[src/rtl/pdg_pkg.sv]
package pdg_pkg;

    typedef enum logic [1:0] {
        MODE_RX = 2'd0,
        MODE_TX = 2'd1,
        MODE_BI = 2'd2
    } nib_mode_e;

    // Bidirectional wins over fixed driver; a nibble that may not be
    // bidirectional falls back to receiver when its bidirectional bit is set.
    function automatic nib_mode_e resolve_mode(input logic fix_bit,
                                               input logic bid_bit,
                                               input logic allow_bi);
        if (bid_bit && allow_bi) return MODE_BI;
        if (bid_bit)             return MODE_RX;
        if (fix_bit)             return MODE_TX;
        return MODE_RX;
    endfunction

endpackage

[src/rtl/pdg_cfg_regs.sv]
module pdg_cfg_regs #(
    parameter int NIBBLES = 8,
    parameter int BYTE_W  = 8,
    parameter int SEL_W   = 2
) (
    input  logic               clk,
    input  logic               rst_n,
    input  logic               wr_en,
    input  logic [SEL_W-1:0]   wr_sel,
    input  logic [BYTE_W-1:0]  wr_data,
    output logic [NIBBLES-1:0] fix_q,
    output logic [NIBBLES-1:0] bid_q,
    output logic [NIBBLES-1:0] det_q
);
    localparam int NPB        = BYTE_W / 2;
    localparam int CTRL_BYTES = NIBBLES / NPB;

    typedef struct packed {
        logic [NIBBLES-1:0] fix;
        logic [NIBBLES-1:0] bid;
        logic [NIBBLES-1:0] det;
    } cfg_t;

    cfg_t cfg_d, cfg_q;

    always_comb begin
        cfg_d = cfg_q;
        if (wr_en) begin
            for (int b = 0; b < CTRL_BYTES; b++) begin
                if (wr_sel == SEL_W'(b)) begin
                    cfg_d.fix[b*NPB +: NPB] = wr_data[NPB-1:0];
                    cfg_d.bid[b*NPB +: NPB] = wr_data[BYTE_W-1:NPB];
                end
            end
            if (wr_sel == SEL_W'(CTRL_BYTES)) begin
                cfg_d.det = wr_data[NIBBLES-1:0];
            end
        end
    end

    always_ff @(posedge clk or negedge rst_n) begin
        if (!rst_n) cfg_q <= '0;
        else        cfg_q <= cfg_d;
    end

    assign fix_q = cfg_q.fix;
    assign bid_q = cfg_q.bid;
    assign det_q = cfg_q.det;

    // configuration is cleared when reset releases
    p_reset_clear_r1: assert property (@(posedge clk) disable iff (!rst_n)
        $rose(rst_n) |-> (fix_q == '0 && bid_q == '0 && det_q == '0));

    // a write to byte 0 lands in the low nibble fields one edge later
    p_wr_low_r2: assert property (@(posedge clk) disable iff (!rst_n)
        (wr_en && wr_sel == '0) |=>
        (fix_q[NPB-1:0] == $past(wr_data[NPB-1:0]) &&
         bid_q[NPB-1:0] == $past(wr_data[BYTE_W-1:NPB])));

    // unused selector values and idle cycles leave the configuration alone
    p_wr_ignore_r2: assert property (@(posedge clk) disable iff (!rst_n)
        (!wr_en || wr_sel > SEL_W'(CTRL_BYTES)) |=>
        ($stable(fix_q) && $stable(bid_q) && $stable(det_q)));

endmodule

[src/rtl/pdg_nibble.sv]
module pdg_nibble
    import pdg_pkg::*;
#(
    parameter int NIB_W    = 4,
    parameter int ALLOW_BI = 1
) (
    input  logic             clk,
    input  logic             rst_n,
    input  logic             fix_bit,
    input  logic             bid_bit,
    input  logic             det_bit,
    input  logic             dir_bit,
    input  logic [NIB_W-1:0] cmp_hi,
    input  logic [NIB_W-1:0] cmp_lo,
    output logic [NIB_W-1:0] drv_en,
    output logic [NIB_W-1:0] ret_en
);
    nib_mode_e        mode;
    logic [NIB_W-1:0] mid_band;

    always_comb begin
        mode     = resolve_mode(fix_bit, bid_bit, ALLOW_BI != 0);
        mid_band = cmp_lo & ~cmp_hi & {NIB_W{det_bit}};
        case (mode)
            MODE_TX: begin
                drv_en = '1;
                ret_en = '0;
            end
            MODE_BI: begin
                drv_en = {NIB_W{dir_bit}};
                ret_en = {NIB_W{~dir_bit}} & ~mid_band;
            end
            default: begin
                drv_en = '0;
                ret_en = ~mid_band;
            end
        endcase
    end

    // a fixed driver nibble always drives and never returns
    p_fixed_drive_r3: assert property (@(posedge clk) disable iff (!rst_n)
        (fix_bit && !bid_bit) |-> (drv_en == '1 && ret_en == '0));

    // no channel drives and returns at once
    p_excl_paths_r5: assert property (@(posedge clk) disable iff (!rst_n)
        ((drv_en & ret_en) == '0));

    // a high steering signal makes a bidirectional nibble drive
    p_bidir_drive_r5: assert property (@(posedge clk) disable iff (!rst_n)
        (bid_bit && ALLOW_BI != 0 && dir_bit) |-> (drv_en == '1));

    // an enabled window blocks the return path on mid-band levels
    p_window_block_r7: assert property (@(posedge clk) disable iff (!rst_n)
        det_bit |-> ((cmp_lo & ~cmp_hi & ret_en) == '0));

    // the steering nibble never drives when set bidirectional
    p_last_no_bidir_r8: assert property (@(posedge clk) disable iff (!rst_n)
        (bid_bit && ALLOW_BI == 0) |-> (drv_en == '0));

endmodule

[src/rtl/pin_dir_gate.sv]
module pin_dir_gate #(
    parameter int NIBBLES  = 8,
    parameter int NIB_W    = 4,
    parameter int GRP_NIBS = 2,
    parameter int BYTE_W   = 8,
    parameter int SEL_W    = 2,
    localparam int CH      = NIBBLES * NIB_W
) (
    input  logic              clk,
    input  logic              rst_n,
    input  logic              wr_en,
    input  logic [SEL_W-1:0]  wr_sel,
    input  logic [BYTE_W-1:0] wr_data,
    input  logic [NIB_W-1:0]  dir_ctrl,
    input  logic [CH-1:0]     cmp_hi,
    input  logic [CH-1:0]     cmp_lo,
    output logic [CH-1:0]     pin_drv_en,
    output logic [CH-1:0]     ret_drv_en,
    output logic              config_error
);
    localparam int LASTN = NIBBLES - 1;

    logic [NIBBLES-1:0] fix_q, bid_q, det_q;

    pdg_cfg_regs #(
        .NIBBLES (NIBBLES),
        .BYTE_W  (BYTE_W),
        .SEL_W   (SEL_W)
    ) cfg_i (
        .clk     (clk),
        .rst_n   (rst_n),
        .wr_en   (wr_en),
        .wr_sel  (wr_sel),
        .wr_data (wr_data),
        .fix_q   (fix_q),
        .bid_q   (bid_q),
        .det_q   (det_q)
    );

    for (genvar n = 0; n < NIBBLES; n++) begin : g_nib
        pdg_nibble #(
            .NIB_W    (NIB_W),
            .ALLOW_BI ((n == LASTN) ? 0 : 1)
        ) nib_i (
            .clk     (clk),
            .rst_n   (rst_n),
            .fix_bit (fix_q[n]),
            .bid_bit (bid_q[n]),
            .det_bit (det_q[n]),
            .dir_bit (dir_ctrl[n / GRP_NIBS]),
            .cmp_hi  (cmp_hi[n*NIB_W +: NIB_W]),
            .cmp_lo  (cmp_lo[n*NIB_W +: NIB_W]),
            .drv_en  (pin_drv_en[n*NIB_W +: NIB_W]),
            .ret_en  (ret_drv_en[n*NIB_W +: NIB_W])
        );
    end

    always_comb begin
        config_error = bid_q[LASTN] | ((|bid_q[LASTN-1:0]) & ~fix_q[LASTN]);
    end

    // bidirectional bit on the steering nibble is flagged
    p_err_last_bidir_r8: assert property (@(posedge clk) disable iff (!rst_n)
        bid_q[LASTN] |-> config_error);

    // a bidirectional group without a driving steering nibble is flagged
    p_err_no_steer_r9: assert property (@(posedge clk) disable iff (!rst_n)
        ((|bid_q[LASTN-1:0]) && !fix_q[LASTN]) |-> config_error);

endmodule

[config.mk]
export PLATFORM = sky130hd
export DESIGN_NAME = pin_dir_gate
export DESIGN_NICKNAME = d
export VERILOG_FILES = /design/src/rtl/pdg_pkg.sv /design/src/rtl/pdg_cfg_regs.sv /design/src/rtl/pdg_nibble.sv /design/src/rtl/pin_dir_gate.sv
export SDC_FILE = /design/constraint.sdc
export NUM_CORES = 1
export LEC_CHECK = 0
export ABC_AREA = 1
export BUFFER_PORTS_ARGS = -buffer_cell sky130_fd_sc_hd__buf_2
export CORE_MARGIN = 4
export CORE_UTILIZATION = 38
export DETAILED_ROUTE_END_ITERATION = 12
export PLACE_DENSITY_LB_ADDON = 0.08
export RECOVER_POWER = 25
export SLEW_MARGIN = 30
export SYNTH_ARGS = -nofsm -noshare
export SYNTH_HDL_FRONTEND = slang
export SYNTH_SLANG_ARGS = --single-unit
[constraint.sdc]
create_clock -name clk -period 1.2 [get_ports clk]
set_input_delay 0.18 -clock clk [delete_from_list [all_inputs] [get_ports clk]]
set_output_delay 0.18 -clock clk [all_outputs]
set_load 0.05 [all_outputs]
==> out/qor.csv <==
stage,metric,value,unit
power,Pwr Density,1905,mW/mm^2
synth,synth unique cells,15,
synth,Synth Register Bits,24,
worst_setup_path,CP Capture Type,output port,
place,Final GP Congestion,0.7175,
timing,Clock Skew,0,ns
run,Max-cap violations,0,
detailed_routing,final wirelength,6.019,mm
detailed_routing,number of remaining DRC errors,0,
synth,sequential area share after synthesis,35.79,%
clock_network,clock net sink count,24,
timing,fin crit period,1.497,ns
floorplan,die area,0.005543,mm^2
detailed_routing,Avg Vias per Cell,4.748,
grt,GRT Residual Overflow,0,
synth,Post-Synthesis Cell Area,0.001678,mm^2
floorplan,Die W,74.45,um
detailed_routing,Pre-antenna DRT Iters,4,
worst_setup_path,Buf/Inv on CP,2,
floorplan,initial core utilization,40.49,%
timing,fin. max-slew vios,0,
clock_network,total CTS buffers,3,
detailed_routing,routed wire length per instance,15.01,um
timing,worst slew margin relative to its limit,51.79,%
power,maximum vdd drop,1.419,mV
power,leakage power figure,1.614,nW
timing,setup ws final,-0.2967,ns
worst_setup_path,cells along the critical path,nand2_2 -> o21ai_4 -> buf_12 -> a21oi_4 -> buf_6,
synth,Yosys warnings,0,
grt,Total Routing Usage GR,18.22,%
synth,mean post-synth cell area,7.804,um^2
timing,fin crit share,124.7,%
detailed_routing,Post-DRT Antenna Nets,0,
worst_setup_path,CP max FO,8,
finish,share of layout cells above drive strength 1,70.09,%
finish,fin util,81.19,%
worst_setup_path,critical path class,flip-flop to output port,
floorplan,cell row count,23,
synth,Post-Syn Nets,296,
floorplan,Boundary Pins,146,
clock_network,clk_lat worst skew,0.26,ns
detailed_routing,Iter 0 DRT Violations,34,
outcome,status,finished with violations,
min_path,min-delay worst type,primary input to flip-flop,
worst_setup_path,worst path arrival time,1.32,ns
outcome,violated checks,setup timing,
timing,final setup fails,65,
worst_setup_path,Startpoint Class,flip-flop,
synth,Post-Syn Instances,215,
worst_setup_path,Worst path slowest cell,dfrtp_2,
grt,vias in the first global route,1788,
place,# port buffers,145,
finish,Area Growth Syn to Fin,100.5,%
timing,fmax,0.6681,GHz
clock_network,H-tree depth,1,
detailed_routing,Via Count,1904,
finish,fin nets,433,
floorplan,Core ar.,0.004144,mm^2
clock_network,clock root cell,clkbuf_8,
clock_network,CTS Buffer Depth,2,
worst_setup_path,Worst Path Required,1.02,ns
timing,worst slew pin tran,0.7209,ns
timing,final hold violations,0,
timing,RSZ-0062 raised after global routing,true,
clock_network,TritonCTS clock tree,done,
worst_setup_path,delay of the slowest critical-path stage,0.45,ns
clock_network,clock-pin transition on the worst setup and hold timing paths,0.09,ns
grt,initial antenna violation count,0,
place,DP HPWL,3.736,mm
grt,largest net degree at the start of global routing,25,
finish,number of inserted diodes,0,
grt,first-pass GRT wire length,7.900,mm
worst_setup_path,crit-path leading delay family,flip-flops,
floorplan,Die Y,74.45,um
place,Placement Setup Slack,-0.07337,ns
worst paths after layout:
path,startpoint,to,slack (ns),cells after the start
setup / recovery,cfg_i.bid_q[6]$_DFFE_PN0P_,ret_drv_en[25],-0.30,5
setup reg to reg,cfg_i.bid_q[4]$_DFFE_PN0P_,cfg_i.bid_q[4]$_DFFE_PN0P_,0.45,2
hold reg to reg,cfg_i.det_q[1]$_DFFE_PN0P_,cfg_i.det_q[1]$_DFFE_PN0P_,0.49,2
hold / removal,wr_data[7],cfg_i.det_q[7]$_DFFE_PN0P_,0.21,3
max in group asynchronous,rst_n,cfg_i.bid_q[3]$_DFFE_PN0P_,0.40,2
min in group asynchronous,rst_n,cfg_i.bid_q[0]$_DFFE_PN0P_,0.42,2
cell type report:
cell class | count | area [um^2]
clock buffer | 3 | 41.29
clock inverter | 1 | 30.03
tap | 50 | 62.56
timing repair buffer | 159 | 1441
inverter | 25 | 93.84
fill | 276 | 779.5
sequential | 24 | 609.3
multi-input combinational | 139 | 1086
flip-flops by register name, indices dropped and copies added (netlist names):
signal / flops
cfg_i.bid_q: 8
cfg_i.det_q: 8
cfg_i.fix_q: 8
cell usage in the layout (no fill, tap or decap), types with 7 or more instances in the layout:
| master | n |
|---|---|
| a21oi_4 | 10 |
| buf_12 | 15 |
| buf_2 | 79 |
| buf_4 | 8 |
| buf_6 | 41 |
| buf_8 | 14 |
| dfrtp_1 | 17 |
| dfrtp_2 | 7 |
| inv_1 | 17 |
| inv_2 | 7 |
| nand2_1 | 27 |
| nor2_1 | 8 |
| nor2_2 | 15 |
| nor2_4 | 19 |
| nor3b_1 | 14 |
| nor3b_2 | 10 |
| o21ai_0 | 7 |
| o21ai_2 | 11 |
cells by family after synthesis:
kind of cell           synth area share (%)
AOI/OAI and AO/OA                     14.24
buffers and inverters                 18.34
DFF                                   35.79
and+or+nand+nor                       31.62
where the power goes:
part / switching, W / internal (W)
clock: 0.000256 / 0.000446
combinational: 0.00282 / 0.00179
sequential: 0.000155 / 0.000944
total: 0.00323 / 0.00318
cell usage after synthesis:
cell type,number,area [um^2]
o21ai_1,8,40.04
clkinv_1,1,3.750
a21oi_1,10,50.05
dfrtp_1,24,600.6
nand2_2,1,6.260
inv_1,21,78.83
inv_2,3,11.26
o21ai_2,17,148.9
buf_6,3,33.78
nand2_1,31,116.4
nor3b_1,24,180.2
nand3b_1,4,30.03
buf_4,24,180.2
nand3b_4,2,40.04
nor2_1,42,157.7
through the flow:
step / total power [W] / instance area (um^2) / hold slack (ns) / TNS, ns / std cells
3_5_place_dp: 0.004316 / 2441 / 0.1919 / -2.241 / 383
4_1_cts: 0.005803 / 3013 / 0.2112 / -14.67 / 394
5_1_grt: 0.006659 / 3364 / 0.2020 / -18.33 / 401
6_report: 0.006408 / 3364 / 0.2074 / -14.74 / 401
2_1_floorplan: 0.003873 / 1878 / -0.1156 / -8.577 / 215
3_3_place_gp: 0.004294 / 2441 / 0.1900 / -1.529 / 383
worst reg2reg max path: stages, from the launching register on:
cell and delay [ns]:
dfrtp_2 0.46, nand2_1 0.10, o21ai_2 0.07
routing by layer:
metal / track usage (%) / vias up / wire length (um)
li1: - / 941 / -
met1: 21.55 / 854 / 2129
met2: 32.68 / 97 / 3235
met3: 3.378 / 12 / 527
met4: 6.719 / 0 / 127
met5: 0 / - / 0
what timing repair did:
| action | 4_1_cts | 5_1_grt |
|---|---|---|
| hold buffers | 1 | 0 |
| resized for setup | 141 | 78 |
| setup buffers | 7 | 7 |
| hold endpoints to repair | 24 | 0 |
| pin swaps | 34 | 8 |
| endpoints found under the setup margin | 65 | 65 |
No activity file was read; power rests on OpenSTA's default activity.
